### src/rtl/i2c_clr_pkg.sv
package i2c_clr_pkg;

    typedef enum logic [2:0] {
        PH_IDLE     = 3'd0,
        PH_PREP     = 3'd1,
        PH_PULSE_HI = 3'd2,
        PH_PULSE_LO = 3'd3,
        PH_STOP_LO  = 3'd4,
        PH_STOP_HI  = 3'd5
    } clr_phase_e;

    typedef struct packed {
        clr_phase_e phase;
        logic       held_low;
        logic       done;
        logic       stuck;
    } clr_ctl_s;

endpackage

### src/rtl/clr_half_timer.sv
module clr_half_timer #(
    parameter int HALF_CYCLES = 250
) (
    input  logic clk,
    input  logic rst_n,
    input  logic load,
    output logic expire
);
    localparam int CW = $clog2(HALF_CYCLES + 1);

    logic [CW-1:0] cnt_d, cnt_q;

    always_comb begin
        cnt_d = cnt_q;
        if (load) begin
            cnt_d = CW'(HALF_CYCLES - 1);
        end else if (cnt_q != '0) begin
            cnt_d = cnt_q - 1'b1;
        end
    end

    always_ff @(posedge clk) begin
        if (!rst_n) begin
            cnt_q <= '0;
        end else begin
            cnt_q <= cnt_d;
        end
    end

    assign expire = (cnt_q == '0);

endmodule

### src/rtl/clr_pulse_counter.sv
module clr_pulse_counter #(
    parameter int MAX_PULSES = 9
) (
    input  logic clk,
    input  logic rst_n,
    input  logic clear,
    input  logic incr,
    output logic at_limit
);
    localparam int PW = $clog2(MAX_PULSES + 1);

    logic [PW-1:0] cnt_d, cnt_q;

    always_comb begin
        cnt_d = cnt_q;
        if (clear) begin
            cnt_d = '0;
        end else if (incr && !at_limit) begin
            cnt_d = cnt_q + 1'b1;
        end
    end

    always_ff @(posedge clk) begin
        if (!rst_n) begin
            cnt_q <= '0;
        end else begin
            cnt_q <= cnt_d;
        end
    end

    assign at_limit = (cnt_q == PW'(MAX_PULSES));

endmodule

### src/rtl/i2c_bus_clear.sv
module i2c_bus_clear
    import i2c_clr_pkg::*;
#(
    parameter int HALF_CYCLES = 250,
    parameter int MAX_PULSES  = 9
) (
    input  logic clk,
    input  logic rst_n,
    input  logic start,
    input  logic sda_in,
    output logic scl_pull,
    output logic sda_pull,
    output logic busy,
    output logic done,
    output logic stuck
);
    clr_ctl_s ctl_d, ctl_q;
    logic     tmr_load;
    logic     tmr_expire;
    logic     cnt_clear;
    logic     cnt_incr;
    logic     cnt_at_limit;

    clr_half_timer #(
        .HALF_CYCLES(HALF_CYCLES)
    ) u_timer (
        .clk   (clk),
        .rst_n (rst_n),
        .load  (tmr_load),
        .expire(tmr_expire)
    );

    clr_pulse_counter #(
        .MAX_PULSES(MAX_PULSES)
    ) u_pulses (
        .clk     (clk),
        .rst_n   (rst_n),
        .clear   (cnt_clear),
        .incr    (cnt_incr),
        .at_limit(cnt_at_limit)
    );

    always_comb begin
        ctl_d       = ctl_q;
        ctl_d.done  = 1'b0;
        ctl_d.stuck = 1'b0;
        tmr_load    = 1'b0;
        cnt_clear   = 1'b0;
        cnt_incr    = 1'b0;
        unique case (ctl_q.phase)
            PH_IDLE: begin
                if (start) begin
                    ctl_d.phase    = PH_PREP;
                    ctl_d.held_low = 1'b0;
                    tmr_load       = 1'b1;
                    cnt_clear      = 1'b1;
                end
            end
            PH_PREP, PH_PULSE_LO: begin
                if (tmr_expire) begin
                    tmr_load = 1'b1;
                    if (!sda_in && !cnt_at_limit) begin
                        ctl_d.phase = PH_PULSE_HI;
                        cnt_incr    = 1'b1;
                    end else begin
                        ctl_d.phase    = PH_STOP_LO;
                        ctl_d.held_low = !sda_in;
                    end
                end
            end
            PH_PULSE_HI: begin
                if (tmr_expire) begin
                    ctl_d.phase = PH_PULSE_LO;
                    tmr_load    = 1'b1;
                end
            end
            PH_STOP_LO: begin
                if (tmr_expire) begin
                    ctl_d.phase = PH_STOP_HI;
                    tmr_load    = 1'b1;
                end
            end
            PH_STOP_HI: begin
                if (tmr_expire) begin
                    ctl_d.phase = PH_IDLE;
                    ctl_d.done  = 1'b1;
                    ctl_d.stuck = ctl_q.held_low;
                end
            end
            default: begin
                ctl_d.phase = PH_IDLE;
            end
        endcase
    end

    always_ff @(posedge clk) begin
        if (!rst_n) begin
            ctl_q <= '{phase: PH_IDLE, held_low: 1'b0, done: 1'b0, stuck: 1'b0};
        end else begin
            ctl_q <= ctl_d;
        end
    end

    assign scl_pull = (ctl_q.phase == PH_PREP) || (ctl_q.phase == PH_PULSE_LO)
                   || (ctl_q.phase == PH_STOP_LO);
    assign sda_pull = (ctl_q.phase == PH_STOP_LO) || (ctl_q.phase == PH_STOP_HI);
    assign busy     = (ctl_q.phase != PH_IDLE);
    assign done     = ctl_q.done;
    assign stuck    = ctl_q.stuck;

endmodule

### config.mk
export PLATFORM = sky130hd
export DESIGN_NAME = i2c_bus_clear
export DESIGN_NICKNAME = d
export VERILOG_FILES = /design/src/rtl/i2c_clr_pkg.sv /design/src/rtl/clr_half_timer.sv /design/src/rtl/clr_pulse_counter.sv /design/src/rtl/i2c_bus_clear.sv
export SDC_FILE = /design/constraint.sdc
export NUM_CORES = 1
export LEC_CHECK = 0
export CAP_MARGIN = 40
export CELL_PAD_IN_SITES_DETAIL_PLACEMENT = 1
export CELL_PAD_IN_SITES_GLOBAL_PLACEMENT = 2
export CORE_UTILIZATION = 35
export CTS_CLUSTER_SIZE = 12
export DETAILED_ROUTE_END_ITERATION = 10
export PLACE_DENSITY = 0.87
export SYNTH_ARGS = -nofsm -noshare
export SYNTH_HDL_FRONTEND = slang
export SYNTH_SLANG_ARGS = --single-unit
### constraint.sdc
create_clock -name clk -period 3.5 [get_ports clk]
set_input_delay 0.35 -clock clk [delete_from_list [all_inputs] [get_ports clk]]
set_output_delay 0.35 -clock clk [all_outputs]
set_load 0.05 [all_outputs]
-- Word-level counts from Yosys, hierarchy flattened
Index checks and enable logic that the tools add are counted.
W data, S select, Z words.
- add/subtract/negate cells: 2
- eq/ne operators: 12
- mux-type cells: 19
- bitwise gates (word level): 1
- reduce and logical (&&, ||, !) cells: 21
- operators by type and width (cell ; number):
    $mux W8 ; 2
    $pmux W3 S5 ; 1
    $mux W3 ; 4
    $ne A2 B2 Y1 const B ; 6
    $logic_not A8 Y1 ; 1
    $mux W4 ; 2
    $reduce_bool A8 Y1 ; 1
    $sub A8 B1 Y8 const B ; 1
    $mux W1 ; 7
    $eq A3 B2 Y1 const B ; 2
    $eq A3 B3 Y1 const B ; 2
    $reduce_or A2 Y1 ; 3
    $reduce_and A5 Y1 ; 1
    $add A4 B1 Y4 const B ; 1
    $eq A4 B4 Y1 const B ; 1
    $pmux W1 S2 ; 2
    $reduce_and A4 Y1 ; 1
    $reduce_bool A2 Y1 ; 2
    $reduce_or A4 Y1 ; 1
    $eq A3 B1 Y1 const B ; 1
    $logic_not A3 Y1 ; 1
    $logic_or A1 B1 Y1 ; 3
    $reduce_and A3 Y1 ; 1
    $reduce_bool A3 Y1 ; 1
    5 further kinds ; 7
- flip-flop bits (word level): 18
- output and inout bits: 5
- word-level logic and storage cells: 62

-- Depth between registers and ports, before layout
Gate-level depths: netlist of run 1.
- depth in word-level cells: 7
- depth in mapped cells: 7
- mapped depth without buffers: 6

-- Hierarchy
From an unflattened synthesis of run 1, not the netlist that was laid out.
- cells, all modules: 116
- area, all modules: 1023.5 µm²
- modules (own cells, without submodules) (module ; times used ; cells an instance ; area each (µm²) ; sequential area each (µm²)):
    clr_half_timer ; 1 ; 48 ; 432.9 ; 160.2
    i2c_bus_clear ; 1 ; 44 ; 367.9 ; 120.1
    clr_pulse_counter ; 1 ; 24 ; 222.7 ; 80.1

-- Worst setup path after synthesis of run 1
No wires, ideal clock.
- path type: flip-flop to flip-flop
- start: register u_timer.cnt_q[0]
- end: register u_pulses.cnt_q[2]
- arrival: 2.096 ns
- data required time: 3.441 ns
- slack: 1.345 ns
- stages on the path, launching flop included: 8
- path through: dfxtp_1 > inv_1 > ha_1 > or3b_2 > or4_1 > clkbuf_2 > or4_1 > nand2_1
- longest elaborated chain between the ends: 4
- ends and longest elaborated chain (element ; RTL line ; text):
    from (decl) ; clr_half_timer.sv:11 ; logic [CW-1:0] cnt_d, cnt_q;
    from (signal assigned) ; clr_half_timer.sv:26 ; cnt_q <= cnt_d;
    $logic_not A8 Y1 ; clr_half_timer.sv:30 ; assign expire = (cnt_q == '0);
    $mux W1 ; i2c_bus_clear.sv:60 ; if (tmr_expire) begin
    $mux W1 ; i2c_bus_clear.sv:50 ; unique case (ctl_q.phase)
    $logic_and A1 B1 Y1 ; clr_pulse_counter.sv:18 ; end else if (incr && !at_limit) begin
    to (signal assigned) ; clr_pulse_counter.sv:27 ; cnt_q <= cnt_d;
    to (decl) ; clr_pulse_counter.sv:12 ; logic [PW-1:0] cnt_d, cnt_q;
No other way between the ends.
A chain may end at the register's enable or synchronous reset.

-- Worst setup path in the final report of run 1
Ends and elaborated chain as after synthesis.

==> results of run 1 <==
## area by class of cell
cell class / count / area, um2
sequential: 18 / 360.3
inverter: 6 / 22.52
tap: 30 / 37.54
multi-input combinational: 81 / 525.5
fill: 305 / 1415
clock buffer: 4 / 36.28
timing repair buffer: 8 / 80.08
## per-stage QoR
| stage | setup slack, ns | std cells |
|---|---|---|
| floorplan | 1.345 | 107 |
| global placement | 1.223 | 143 |
| detailed placement | 1.152 | 143 |
| CTS | 1.163 | 147 |
| global route | 1.044 | 147 |
| finish | 1.163 | 147 |
## cells in the final DEF, fill, tap and decap left out, types with 2 or more instances in the layout
master / n
a21oi_1: 7
a31oi_1: 3
clkbuf_4: 3
clkdlybuf4s50_1: 8
dfxtp_1: 18
ha_1: 4
inv_1: 5
mux2i_1: 4
nand2_1: 13
nand2b_1: 4
nand3_1: 2
nor2_1: 9
nor3_1: 2
nor4_1: 3
o211ai_1: 2
o21ai_0: 2
or3_1: 4
or3b_2: 2
or4_1: 4
xnor2_1: 3
## registers in the layout, summed over array words and instances, names as in the netlist
name,count
ctl_q,4
done,1
u_pulses.cnt_q,4
u_timer.cnt_q,8
stuck,1
## cells in the mapped netlist (all sizes together)
master	n	area share
nand2	13	0.053
or3	4	0.027
xnor2	3	0.029
nor2b	1	0.0068
or3b	2	0.019
mux2i	4	0.044
inv	5	0.020
ha	4	0.055
nor2	9	0.037
a31oi	3	0.020
mux2	1	0.012
xor2	1	0.0096
nand3	2	0.011
nor3	2	0.011
nor3b	1	0.0082
clkinv	1	0.0041
o21bai	1	0.0082
o211ai	2	0.016
a211oi	1	0.0082
clkbuf	2	0.0095
and3b	1	0.0096
dfxtp	18	0.39
nor4b	1	0.0096
and2	1	0.0068
nor4	3	0.020
o21ai	2	0.011
nand2b	4	0.027
a21oi	7	0.038
o31ai	1	0.0082
o2111a	1	0.012
or4	6	0.055
## path summary, 6_finish.rpt
path	start	end	slack [ns]
worst max-delay path	u_timer.cnt_q[0]	u_pulses.cnt_q[2]	1.16
worst max register to register	u_timer.cnt_q[0]	u_pulses.cnt_q[2]	1.16
worst min-delay path	ctl_q[2]	ctl_q[2]	0.48
worst min register to register	ctl_q[2]	ctl_q[2]	0.48
## worst min-delay path: cells and delay by family, from the launching register on
kind             cells  cell delay, ns
DFF                  1            0.33
muxes                1            0.05
and+or+nand+nor      1            0.06
## report_power, final
part	leakage (nW)	internal, mW	total (mW)	switching, mW
clock network	0.0210	0.0634	0.130	0.0671
logic	0.238	0.0888	0.202	0.113
registers	0.148	0.232	0.268	0.0360
total	0.407	0.384	0.601	0.216
## per-layer routing
layer  part of all wire  track usage  wire length [um]  vias up
li1                   -            -                 -      405
met1               0.49       0.2266              1012      381
met2               0.48       0.3038              1005        9
met3              0.026      0.05172                54        2
met4             0.0058      0.03947                12        0
met5                  0            0                 0        -
## cells by family after synthesis
family | share of synthesized area
and+or+nand+nor | 0.3015
AOI/OAI and AO/OA | 0.1228
DFF | 0.3929
buffers and inverters | 0.03410
muxes | 0.05594
xor gates and xnor gates | 0.03821
adders and majority gates | 0.05457
==> results.py, run 1 <==
metrics = {
    "outcome": {
        "outcome": "finished clean",
    },
    "worst_setup_path": {
        "path_class": "flop to flop",
        "worst_ep_arrival_time_ns": 2.58,
        "startpoint_type": "flop",
        "end_kind": "flop",
        "cp_top_family": "simple AND/OR/NAND/NOR gates",
        "r2r_cells": 6,
        "path_cells": "inv_1 > ha_1 > or3b_2 > or4_1 > or4_1 > nand2_1",
        "required_ns": 3.74,
        "critical-path-slowest-cell": "or4_1",
        "cp_common_cell": "or4_1",
        "cp.depth": 6,
        "cp_num_buf_inv": 1,
        "crit_path_max_fanout": 6,
        "max_stage_delay_ns": 0.61,
    },
    "sta": {
        "hold_viol_final": 0,
        "period_needed_ns": 2.337,
        "fin_setup_tns_ns": 0,
        "fmax_mhz": 427.9,
        "setup_viol_count_final": 0,
        "drv_slew": 0,
        "slew_headroom": 0.4884,
        "worstMarginPinSlew_ns": 0.7568,
        "timing.hold.ws_ns": 0.4796,
        "clock_skew_ns": 0.01189,
        "rsz0062_at_grt": "no",
        "period_share": 0.6678,
    },
    "cells_and_area": {
        "diodes": 0,
        "design_area_um2": 1062,
        "fin_util": 0.4288,
        "final_nets": 126,
        "final_layout_size_suffix_gt1_frac": 0.07692,
        "area_growth_pct": 15.83,
    },
    "clock_network": {
        "cts_buffers": 3,
        "cts_tree": "done",
        "holdBufCountCts": 0,
        "cts_sinks": 18,
        "clock_latency_ns": 0.30,
        "path_clk_slew_ns": 0.11,
        "clockBufferDepth": 2,
        "post_cts_buffers": 0,
        "clockRootBuffer": "clkbuf_4",
        "htreeDepth": 1,
        "cts_resized": 0,
    },
    "die": {
        "dieArea_um2": 2829,
        "die_h_um": 53.19,
        "ios": 9,
        "start_util": 0.3702,
        "rows": 18,
        "fp.dieW_um": 53.19,
        "core-area_um2": 2477,
    },
    "power": {
        "p_per_area_nw_per_um2": 565.3,
        "finalPower_uw": 600.5,
        "p_leak_nw": 0.4066,
        "max-vdd-ir-drop_mv": 0.2556,
    },
    "place": {
        "hpwl_um": 1553,
        "io_buffers": 8,
        "place.gp.congestion": 0.6990,
        "placed_area_um2": 1026,
    },
    "hold_path": {
        "min_path_type": "flop to flop",
        "whs_path_depth": 2,
    },
    "yosys": {
        "syn_area_per_cell_um2": 8.571,
        "syn-num-nets": 115,
        "synth_warnings": 0,
        "synth-seq-area-share": 0.3929,
        "synth_cell_type_count": 34,
        "synthCells": 107,
        "ys_ff_latch": 18,
        "mappedNetlistArea_um2": 917.1,
    },
    "global_routing": {
        "grt_usage": 0.1808,
        "overflow": 0,
        "antenna_found_initial": 0,
        "grt_pass1_wl_um": 3677,
        "grt_pass1_vias": 802,
        "grt_max_degree": 12,
    },
    "drt": {
        "drc_errors": 0,
        "wl_per_cell_um": 14.18,
        "vias": 797,
        "viasPerCell": 5.422,
        "drt_first_pass_iters": 4,
        "wirelength_um": 2085,
        "drtIter0Drc": 8,
        "ant_nets": 0,
    },
    "run": {
        "max_cap_viol_count": 0,
    },
}
Note: power is estimated with default switching activity, not from simulation.
==> inputs of run 2 (changes only) <==
--- a/config.mk
+++ b/config.mk
@@ -8,10 +8,10 @@
 export CAP_MARGIN = 40
 export CELL_PAD_IN_SITES_DETAIL_PLACEMENT = 1
 export CELL_PAD_IN_SITES_GLOBAL_PLACEMENT = 2
-export CORE_UTILIZATION = 35
+export CORE_UTILIZATION = 30
 export CTS_CLUSTER_SIZE = 12
 export DETAILED_ROUTE_END_ITERATION = 10
-export PLACE_DENSITY = 0.87
+export PLACE_DENSITY = 0.8
 export SYNTH_ARGS = -nofsm -noshare
 export SYNTH_HDL_FRONTEND = slang
 export SYNTH_SLANG_ARGS = --single-unit
==> constraint.sdc (replaced) <==
create_clock -name clk -period 2 [get_ports clk]
set_input_delay 0.2 -clock clk [delete_from_list [all_inputs] [get_ports clk]]
set_output_delay 0.2 -clock clk [all_outputs]
set_load 0.05 [all_outputs]
==> results.py, run 2 (synthesis results as in run 1) <==
metrics = {
    "power": {
        "p_per_area_nw_per_um2": 976.1,
        "max-vdd-ir-drop_mv": 0.3231,
        "p_leak_nw": 0.5085,
        "finalPower_mw": 1.187,
    },
    "clock_network": {
        "post_cts_buffers": 0,
        "cts_tree": "done",
        "cts_buffers": 3,
        "clock_latency_ns": 0.29,
        "clockRootBuffer": "clkbuf_4",
        "clockBufferDepth": 2,
        "htreeDepth": 1,
        "cts_sinks": 18,
        "path_clk_slew_ns": 0.11,
    },
    "drt": {
        "ant_nets": 0,
        "wirelength_um": 2492,
        "viasPerCell": 5.275,
        "drc_errors": 0,
        "drtIter0Drc": 18,
        "drt_first_pass_iters": 4,
        "wl_per_cell_um": 14.92,
        "vias": 881,
    },
    "hold_path": {
        "min_path_type": "flop to flop",
        "worstHoldStart": "ctl_q[2]",
    },
    "sta": {
        "fmax_mhz": 501.9,
        "slew_headroom": 0.5469,
        "setup_viol_count_final": 0,
        "clock_skew_ns": 0.002061,
        "worstMarginPinSlew_ns": 0.6797,
        "period_needed_ns": 1.993,
        "timing.hold.ws_ns": 0.4881,
        "rsz0062_at_grt": "yes",
        "drv_slew": 0,
        "hold_viol_final": 0,
        "period_share": 0.9963,
    },
    "cells_and_area": {
        "mostFrequentLayoutCells": "buf_4 (21), dfxtp_1 (16), nand2_1 (13)",
        "layout_commonest_cell": "buf_4",
        "design_area_um2": 1216,
        "area_growth_pct": 32.61,
        "largestRegisters": "u_timer.cnt_q: 8 flops, ctl_q: 4 flops, u_pulses.cnt_q: 4 flops",
        "final_nets": 145,
        "largest_reg_flops": 8,
        "diodes": 0,
        "fin_util": 0.4299,
        "final_cells": 167,
        "final_layout_size_suffix_gt1_frac": 0.2721,
        "top_register": "u_timer.cnt_q",
    },
    "worst_setup_path": {
        "required_ns": 2.24,
        "crit_path_max_fanout": 6,
        "rr_endpoint": "u_pulses.cnt_q[3]",
        "path_class": "flop to flop",
        "critical-path-slowest-cell": "or4_4",
        "crit_start": "u_timer.cnt_q[3]",
        "startpoint_type": "flop",
        "cp_num_buf_inv": 0,
        "r2r_cells": 4,
        "end_kind": "flop",
        "cp_top_family": "simple AND/OR/NAND/NOR gates",
        "worst_ep_arrival_time_ns": 2.24,
        "cp-endpoint": "u_pulses.cnt_q[3]",
        "max_stage_delay_ns": 0.57,
        "r2r_start": "u_timer.cnt_q[3]",
        "cp_common_cell": "or4_4",
        "reg2reg_slack_ns": 0.007,
        "cp.depth": 4,
        "path_cells": "or4_4 > or4_4 > or4_1 > nand2_1",
    },
    "outcome": {
        "outcome": "finished clean",
    },
    "die": {
        "dieArea_um2": 3282,
        "fp.dieW_um": 57.29,
        "ios": 9,
        "die_h_um": 57.29,
        "core-area_um2": 2829,
        "rows": 19,
        "start_util": 0.3242,
    },
    "place": {
        "place.gp.congestion": 0.7991,
        "io_buffers": 8,
        "placed_cells": 163,
        "placed_area_um2": 1170,
        "hpwl_um": 1992,
    },
    "global_routing": {
        "grt_pass1_vias": 975,
        "antenna_found_initial": 0,
        "grt_usage": 0.1768,
        "grt_max_degree": 11,
        "grt_pass1_wl_um": 4381,
        "overflow": 0,
    },
    "run": {
        "max_cap_viol_count": 0,
    },
}
run 2: changes by cell type in the layout (fill, tap and decap cells not counted), sizes merged:
cell	change
clkdlybuf4s50	-3
dlygate4sd2	+1
buf	+21
run 2: per-layer routing:
layer	vias to the layer above	GRT usage	wire (um)
li1	439	-	-
met1	438	0.2216	1163
met2	2	0.3126	1285
met3	2	0.02721	24
met4	0	0.05226	18
met5	-	0	0
run 2: cell type report:
type | count | area, um2
Fill cell | 340 | 1613
Timing Repair Buffer | 27 | 216.5
Clock buffer | 4 | 36.28
Multi-Input combinational cell | 81 | 539.3
Sequential cell | 18 | 362.8
Inverter | 6 | 22.52
Tap cell | 31 | 38.79
run 2: how the worst min path moves through the flow:
| stage | to | depth (start not counted) |
|---|---|---|
| after floorplan | ctl_q[3] | 2 |
| after CTS | stuck | 1 |
| after detailed placement | stuck | 1 |
| final | stuck | 1 |
| after global routing | stuck | 1 |
| after global placement | stuck | 1 |
run 2: what timing repair did:
action                                  CTS  global route
hold buffers                              0             0
pin swaps                                 1             0
gates cloned                              0             0
endpoints found under the setup margin    4             3
resized for setup                         2             4
run 2: where the power goes:
part           total [mW]  leakage (nW)  internal, mW  switching (mW)
clock network       0.230        0.0210         0.111           0.119
logic               0.512         0.339         0.256           0.256
registers           0.446         0.148         0.409          0.0371
run 2: per-stage QoR:
stage	worst slack (ns)	TNS [ns]
final	0.007457	0
after detailed placement	-0.1564	-0.3941
after floorplan	-0.03380	-0.06743
after global placement	-0.09170	-0.1976
after CTS	0.004353	0
after global routing	-0.02746	-0.04758
